[src/rtl/gpio_pkg.sv]
package gpio_pkg;

    localparam int PORT_W      = 8;
    localparam int SYNC_DEPTH  = 2;

    typedef logic [7:0] addr_t;

    localparam addr_t ADDR_PA   = 8'h00;
    localparam addr_t ADDR_PB   = 8'h01;
    localparam addr_t ADDR_PC   = 8'h02;
    localparam addr_t ADDR_PD   = 8'h03;
    localparam addr_t ADDR_MODE = 8'hF8;
    localparam addr_t ADDR_PCDIR= 8'hF6;

    // Shared mode register: the packed order fixes bit positions 3..0.
    typedef struct packed {
        logic pc_odrain;
        logic pb_input;
        logic pa_hi_input;
        logic pa_lo_input;
    } mode_reg_t;

    localparam mode_reg_t MODE_RESET = '{pc_odrain: 1'b0, pb_input: 1'b1,
                                         pa_hi_input: 1'b1, pa_lo_input: 1'b1};

endpackage

[src/rtl/gpio_sync.sv]
module gpio_sync #(
    parameter int W      = 8,
    parameter int STAGES = 2
) (
    input  logic         clk,
    input  logic         rst_n,
    input  logic [W-1:0] async_in,
    output logic [W-1:0] sync_out
);

    logic [W-1:0] chain_q [STAGES];

    generate
        for (genvar s = 0; s < STAGES; s++) begin : g_stage
            if (s == 0) begin : g_first
                always_ff @(posedge clk) begin
                    if (!rst_n) chain_q[s] <= '0;
                    else        chain_q[s] <= async_in;
                end
            end else begin : g_next
                always_ff @(posedge clk) begin
                    if (!rst_n) chain_q[s] <= '0;
                    else        chain_q[s] <= chain_q[s-1];
                end
            end
        end
    endgenerate

    assign sync_out = chain_q[STAGES-1];

endmodule

[src/rtl/gpio_mode_regs.sv]
module gpio_mode_regs
    import gpio_pkg::*;
#(
    parameter int W = 8
) (
    input  logic        clk,
    input  logic        rst_n,
    input  logic        wr_en,
    input  addr_t       addr,
    input  logic [W-1:0] wdata,
    output mode_reg_t   mode_q,
    output logic [W-1:0] pc_dir_q
);

    localparam int MODE_W = $bits(mode_reg_t);

    logic hit_mode;
    logic hit_pcdir;

    assign hit_mode  = wr_en && (addr == ADDR_MODE);
    assign hit_pcdir = wr_en && (addr == ADDR_PCDIR);

    always_ff @(posedge clk) begin
        if (!rst_n) begin
            mode_q <= MODE_RESET;
        end else if (hit_mode) begin
            mode_q <= mode_reg_t'(wdata[MODE_W-1:0]);
        end
    end

    always_ff @(posedge clk) begin
        if (!rst_n) begin
            pc_dir_q <= '1;
        end else if (hit_pcdir) begin
            pc_dir_q <= wdata;
        end
    end

endmodule

[src/rtl/gpio_port.sv]
module gpio_port #(
    parameter int W          = 8,
    parameter int GROUP      = 8,
    parameter bit OD_CAPABLE = 1'b0,
    parameter int SYNC_DEPTH = 2,
    localparam int NGRP      = W / GROUP
) (
    input  logic            clk,
    input  logic            rst_n,
    input  logic            wr_en,
    input  logic [W-1:0]    wdata,
    input  logic [NGRP-1:0] grp_is_input,
    input  logic            od_req,
    input  logic [W-1:0]    pin_in,
    output logic [W-1:0]    pin_out,
    output logic [W-1:0]    pin_oe,
    output logic [W-1:0]    rd_val
);

    logic [W-1:0] out_q;
    logic [W-1:0] sync_val;
    logic [W-1:0] bit_is_input;
    logic         od_eff;

    // Expand one direction control per group to one per bit.
    generate
        for (genvar i = 0; i < W; i++) begin : g_dir
            assign bit_is_input[i] = grp_is_input[i / GROUP];
        end
    endgenerate

    assign od_eff = OD_CAPABLE ? od_req : 1'b0;

    always_ff @(posedge clk) begin
        if (!rst_n)     out_q <= '0;
        else if (wr_en) out_q <= wdata;
    end

    gpio_sync #(.W(W), .STAGES(SYNC_DEPTH)) u_sync (
        .clk      (clk),
        .rst_n    (rst_n),
        .async_in (pin_in),
        .sync_out (sync_val)
    );

    always_comb begin
        if (od_eff) begin
            pin_out = '0;
            pin_oe  = ~bit_is_input & ~out_q;
        end else begin
            pin_out = out_q;
            pin_oe  = ~bit_is_input;
        end
    end

    assign rd_val = (bit_is_input & sync_val) | (~bit_is_input & out_q);

endmodule

[src/rtl/gpio_bank.sv]
module gpio_bank
    import gpio_pkg::*;
#(
    parameter int W     = PORT_W,
    parameter int SYNCS = SYNC_DEPTH
) (
    input  logic         clk,
    input  logic         rst_n,
    input  logic         bus_wr,
    input  logic [7:0]   bus_addr,
    input  logic [W-1:0] bus_wdata,
    output logic [W-1:0] bus_rdata,
    input  logic [W-1:0] pa_in,
    output logic [W-1:0] pa_out,
    output logic [W-1:0] pa_oe,
    input  logic [W-1:0] pb_in,
    output logic [W-1:0] pb_out,
    output logic [W-1:0] pb_oe,
    input  logic [W-1:0] pc_in,
    output logic [W-1:0] pc_out,
    output logic [W-1:0] pc_oe
);

    localparam int MODE_W = $bits(mode_reg_t);
    localparam int HALF   = W / 2;

    mode_reg_t    mode_q;
    logic [W-1:0] pc_dir_q;
    logic [W-1:0] pa_rd, pb_rd, pc_rd;
    logic         od_on;

    assign od_on = mode_q.pc_odrain;

    gpio_mode_regs #(.W(W)) u_mode (
        .clk      (clk),
        .rst_n    (rst_n),
        .wr_en    (bus_wr),
        .addr     (bus_addr),
        .wdata    (bus_wdata),
        .mode_q   (mode_q),
        .pc_dir_q (pc_dir_q)
    );

    gpio_port #(.W(W), .GROUP(HALF), .OD_CAPABLE(1'b0), .SYNC_DEPTH(SYNCS)) u_pa (
        .clk          (clk),
        .rst_n        (rst_n),
        .wr_en        (bus_wr && (bus_addr == ADDR_PA)),
        .wdata        (bus_wdata),
        .grp_is_input ({mode_q.pa_hi_input, mode_q.pa_lo_input}),
        .od_req       (1'b0),
        .pin_in       (pa_in),
        .pin_out      (pa_out),
        .pin_oe       (pa_oe),
        .rd_val       (pa_rd)
    );

    gpio_port #(.W(W), .GROUP(W), .OD_CAPABLE(1'b0), .SYNC_DEPTH(SYNCS)) u_pb (
        .clk          (clk),
        .rst_n        (rst_n),
        .wr_en        (bus_wr && (bus_addr == ADDR_PB)),
        .wdata        (bus_wdata),
        .grp_is_input (mode_q.pb_input),
        .od_req       (1'b0),
        .pin_in       (pb_in),
        .pin_out      (pb_out),
        .pin_oe       (pb_oe),
        .rd_val       (pb_rd)
    );

    gpio_port #(.W(W), .GROUP(1), .OD_CAPABLE(1'b1), .SYNC_DEPTH(SYNCS)) u_pc (
        .clk          (clk),
        .rst_n        (rst_n),
        .wr_en        (bus_wr && (bus_addr == ADDR_PC)),
        .wdata        (bus_wdata),
        .grp_is_input (pc_dir_q),
        .od_req       (od_on),
        .pin_in       (pc_in),
        .pin_out      (pc_out),
        .pin_oe       (pc_oe),
        .rd_val       (pc_rd)
    );

    always_comb begin
        unique case (bus_addr)
            ADDR_PA:    bus_rdata = pa_rd;
            ADDR_PB:    bus_rdata = pb_rd;
            ADDR_PC:    bus_rdata = pc_rd;
            ADDR_MODE:  bus_rdata = {{(W-MODE_W){1'b0}}, mode_q};
            ADDR_PCDIR: bus_rdata = pc_dir_q;
            default:    bus_rdata = '0;
        endcase
    end

endmodule

[config.mk]
export PLATFORM = sky130hd
export DESIGN_NAME = gpio_bank
export DESIGN_NICKNAME = d
export VERILOG_FILES = /design/src/rtl/gpio_pkg.sv /design/src/rtl/gpio_sync.sv /design/src/rtl/gpio_mode_regs.sv /design/src/rtl/gpio_port.sv /design/src/rtl/gpio_bank.sv
export SDC_FILE = /design/constraint.sdc
export NUM_CORES = 1
export LEC_CHECK = 0
export BUFFER_PORTS_ARGS = -buffer_cell sky130_fd_sc_hd__buf_2
export CAP_MARGIN = 20
export CORE_MARGIN = 4
export CORE_UTILIZATION = 46
export CTS_BUF_LIST = sky130_fd_sc_hd__clkbuf_8 sky130_fd_sc_hd__clkbuf_16
export DETAILED_ROUTE_END_ITERATION = 8
export GPL_TIMING_DRIVEN = 0
export PLACE_DENSITY = 0.71
export SYNTH_ARGS = -nofsm -noshare
export SYNTH_HDL_FRONTEND = slang
export SYNTH_SLANG_ARGS = --single-unit
[constraint.sdc]
create_clock -name clk -period 2.5 [get_ports clk]
set_input_delay 0.625 -clock clk [delete_from_list [all_inputs] [get_ports clk]]
set_output_delay 0.625 -clock clk [all_outputs]
set_load 0.05 [all_outputs]
==> flow_summary.json <==
{
  "outcome": "finished, violations left",
  "failed_checks": "negative setup slack",
  "drv_cap": 0,
  "total_number_of_vias": 2891,
  "dpl_cell_area_mm2": 0.00416,
  "drt-vias-per-instance": 5.11,
  "ctsHtreeMaxLevel": 3,
  "ys_top_cells_by_count": "sky130_fd_sc_hd__dfxtp_1, sky130_fd_sc_hd__and2_1, sky130_fd_sc_hd__mux2i_1, sky130_fd_sc_hd__nor2b_1, sky130_fd_sc_hd__nand2_1",
  "portion_of_synthesized_cell_area_occupied_by_the_leading_cell_type_pct": 48.4,
  "setup.worst_path.end_class": "output pin",
  "largest_area_contributor_in_the_synthesized_netlist": "sky130_fd_sc_hd__dfxtp_1",
  "die_width_um": 94.9,
  "grt_setup_unrepaired": "true",
  "critical_path.max_fanout": 6,
  "startpoint_type": "primary input",
  "cts_hold_buffers": 0,
  "fin_ws_ns": -0.194,
  "yosys_most_used_dff": "sky130_fd_sc_hd__dfxtp_1",
  "power.ir.vdd_worst_mv": 0.578,
  "worstSkewPairLatency_ns": 0.35,
  "power_per_cell_area_mw_per_mm2": 567,
  "drt_first_iter_violations": 93,
  "drc_errors": 0,
  "layout.cell_area.non_filler_mm2": 0.00454,
  "layout_worst_path_cycle_share_pct": 108,
  "synth_most_common_cell": "sky130_fd_sc_hd__dfxtp_1",
  "number_of_i_o_port_buffers": 95,
  "criticalPathCategory": "in -> out",
  "first_global_vias": 2850,
  "cts-buffers-inserted": 9,
  "hpwl_um": 6600,
  "switching_power_mw": 0.573,
  "synth_async_sr_flop_share_pct": 0,
  "yosys_register_bits": 84,
  "synth_seq_area_share_pct": 48.4,
  "grt_antenna_before_repair": 0,
  "syn_nets": 395,
  "p_seq_share_pct": 53.7,
  "final.setup.tns_ns": -1.20,
  "setup_viol": 8,
  "timing_worst_slew_pin_value_ns": 0.807,
  "dieArea_mm2": 0.00901,
  "power_frac_comb_pct": 7.0,
  "placementRows": 31,
  "finalHoldViolations": 0,
  "tritoncts_num_sinks": 84,
  "filler_cell_count": 639,
  "cts_root_buf": "sky130_fd_sc_hd__clkbuf_8",
  "p_leak_nw": 2.14,
  "floorplan.die.height_um": 94.9,
  "share_clk_of_total_power_pct": 39.3,
  "first_pass_iters": 4,
  "routabilityCongestion": 0.907,
  "synth_cell_types": 35,
  "n_diodes": 0,
  "area_delta_synth_final_pct": 30.7,
  "drive_gt1_share_pct": 35.8,
  "number_of_nets_in_the_finished_design": 506,
  "synthTopCellsByArea": "sky130_fd_sc_hd__dfxtp_1, sky130_fd_sc_hd__mux2i_1, sky130_fd_sc_hd__and2_1",
  "power_report.internal_total_mw": 2.00,
  "switching_share_of_power_pct": 22.3,
  "tritoncts": "yes",
  "detail_route.wl_per_cell_um": 16.1,
  "clockBufferDepth": 2,
  "worstPathArrival_ns": 2.07,
  "maximum_number_of_pins_on_one_net_before_global_route_repair": 14,
  "number_of_synthesized_flops_with_an_enable_pin": 0,
  "clk_pin_slew_worst_paths_ns": 0.08,
  "timing.hold.worst.class": "reg -> reg",
  "grt_pass1_wl_um": 14100,
  "synthesis.instances": 352,
  "report.final.slew_viol_count": 0,
  "drtAntennaViolNets": 0,
  "global_route.overflow_total": 0,
  "ys_warn_count": 0,
  "relSlewSlack_pct": 45.8,
  "maxClockFrequency_mhz": 371,
  "synth_area_mm2": 0.00347,
  "initial_utilization_pct": 47.6,
  "final.min_clock_period_ns": 2.69,
  "post_synth.cell_area_avg_um2": 9.87,
  "post-place-cells": 546,
  "worst_clock_skew_ns": 0.00566,
  "groute.usage.overall_pct": 20.9,
  "worst-endpoint-required_ns": 1.88,
  "routed_wl_um": 9130,
  "finalNonFillerCells": 566,
  "boundary_pins": 99,
  "coreArea_mm2": 0.00729
}
[worst max-delay path, stage by stage]
cell and delay (ns):
sky130_fd_sc_hd__buf_6 0.10, sky130_fd_sc_hd__or4_4 0.62, sky130_fd_sc_hd__nor2_4 0.22, sky130_fd_sc_hd__nand2_1 0.13, sky130_fd_sc_hd__o221ai_4 0.20, sky130_fd_sc_hd__buf_6 0.19
[what timing repair did]
item | CTS | global route
setup endpoints to repair | 15 | 11
pin swaps | 8 | 1
resized for setup | 30 | 8
gates cloned | 1 | 0
buffers inserted | 7 | 1
hold endpoints to repair | 0 | 0
[power groups by stage]
| stage | Clock (mW) | Combinational (mW) | Sequential (mW) |
|---|---|---|---|
| finish | 1.01 | 0.182 | 1.38 |
| global route | 1.08 | 0.199 | 1.39 |
| CTS | 1.03 | 0.179 | 1.38 |
| detailed placement | 0 | 0.169 | 1.41 |
| global placement | 0 | 0.165 | 1.41 |
| floorplan | 0 | 0.0974 | 1.41 |
[metrics by stage]
stage	utilization (%)	worst slack (ns)	hold WS [ns]	total power, mW
CTS	61.9	-0.182	0.436	2.59
floorplan	-	-0.434	0.412	1.51
detailed placement	57.1	-0.795	0.417	1.58
finish	62.3	-0.194	0.435	2.58
global placement	57.1	-0.759	0.416	1.58
global route	62.3	-0.240	0.443	2.67
[routing by layer]
| metal | vias to the layer above | routed length, µm | global-route usage (%) |
|---|---|---|---|
| met4 | 0 | 208 | 7.33 |
| met1 | 1363 | 3960 | 26.5 |
| li1 | 1398 | - | - |
| met2 | 111 | 4280 | 34.1 |
| met5 | - | 0 | 0 |
| met3 | 19 | 684 | 5.66 |
[layout make-up]
type,count,area [µm²],area share [%]
Buffer,28,175,3.86
Clock buffer,9,124,2.73
Clock inverter,6,81.3,1.79
Inverter,5,18.8,0.413
Multi-Input combinational cell,232,1750,38.4
Sequential cell,84,1680,37.0
Tap cell,99,124,2.73
Timing Repair Buffer,103,591,13.0
[worst paths after layout]
path	startpoint	endpoint	slack, ns	depth (start not counted)
worst min-delay path	u_pc.u_sync.chain_q[0][7]$_SDFF_PN0_	u_pc.u_sync.chain_q[1][7]$_SDFF_PN0_	0.44	1
worst min register to register	u_pc.u_sync.chain_q[0][7]$_SDFF_PN0_	u_pc.u_sync.chain_q[1][7]$_SDFF_PN0_	0.44	1
worst max register to register	u_mode.mode_q[3]$_SDFFE_PN0P_	u_mode.mode_q[3]$_SDFFE_PN0P_	1.33	3
worst max-delay path	bus_addr[5]	bus_rdata[3]	-0.19	6
[cell usage in the layout, fill, tap and decap left out, types with 2 or more instances in the layout]
| cell type | netlist | routed |
|---|---|---|
| sky130_fd_sc_hd__nand3_1 | 9 | 9 |
| sky130_fd_sc_hd__mux2i_1 | 42 | 42 |
| sky130_fd_sc_hd__nand2_1 | 23 | 22 |
| sky130_fd_sc_hd__nand2b_1 | 4 | 3 |
| sky130_fd_sc_hd__buf_2 | 0 | 85 |
| sky130_fd_sc_hd__buf_6 | 1 | 9 |
| sky130_fd_sc_hd__nor3_4 | 1 | 2 |
| sky130_fd_sc_hd__clkbuf_1 | 16 | 10 |
| sky130_fd_sc_hd__o211ai_1 | 2 | 2 |
| sky130_fd_sc_hd__a32oi_1 | 4 | 4 |
| sky130_fd_sc_hd__o21ai_0 | 13 | 12 |
| sky130_fd_sc_hd__nor4_4 | 1 | 2 |
| sky130_fd_sc_hd__clkbuf_8 | 1 | 10 |
| sky130_fd_sc_hd__mux2_2 | 7 | 7 |
| sky130_fd_sc_hd__clkinv_2 | 0 | 2 |
| sky130_fd_sc_hd__nor2_4 | 0 | 3 |
| sky130_fd_sc_hd__nand4_1 | 3 | 3 |
| sky130_fd_sc_hd__and2_1 | 48 | 48 |
| sky130_fd_sc_hd__nor2_1 | 3 | 2 |
| sky130_fd_sc_hd__a21oi_2 | 0 | 3 |
| sky130_fd_sc_hd__o22ai_4 | 0 | 3 |
| sky130_fd_sc_hd__a21oi_1 | 15 | 12 |
| sky130_fd_sc_hd__nand3b_1 | 5 | 5 |
| sky130_fd_sc_hd__nor2b_1 | 34 | 33 |
| sky130_fd_sc_hd__buf_4 | 13 | 23 |
| sky130_fd_sc_hd__inv_1 | 5 | 6 |
| sky130_fd_sc_hd__clkbuf_2 | 1 | 3 |
| sky130_fd_sc_hd__bufinv_16 | 0 | 2 |
| sky130_fd_sc_hd__a211oi_2 | 0 | 3 |
| sky130_fd_sc_hd__dfxtp_1 | 84 | 84 |
[state kept, by name (all words and copies together), names as in the netlist]
| register | count |
|---|---|
| u_mode.pc_dir_q | 8 |
| u_pc.out_q | 8 |
| u_pa.u_sync.chain_q | 16 |
| u_mode.mode_q | 4 |
| u_pa.pin_out | 8 |
| u_pb.pin_out | 8 |
| u_pc.u_sync.chain_q | 16 |
| u_pb.u_sync.chain_q | 16 |
[logic make-up after synthesis]
family	Yosys count	synth area share, %
and+or+nand+nor	138	23.7
DFF	84	48.4
muxes	49	14.4
AOI/OAI and AO/OA	44	7.60
buffers and inverters	37	5.94
Power figures use the tool's default switching activity.
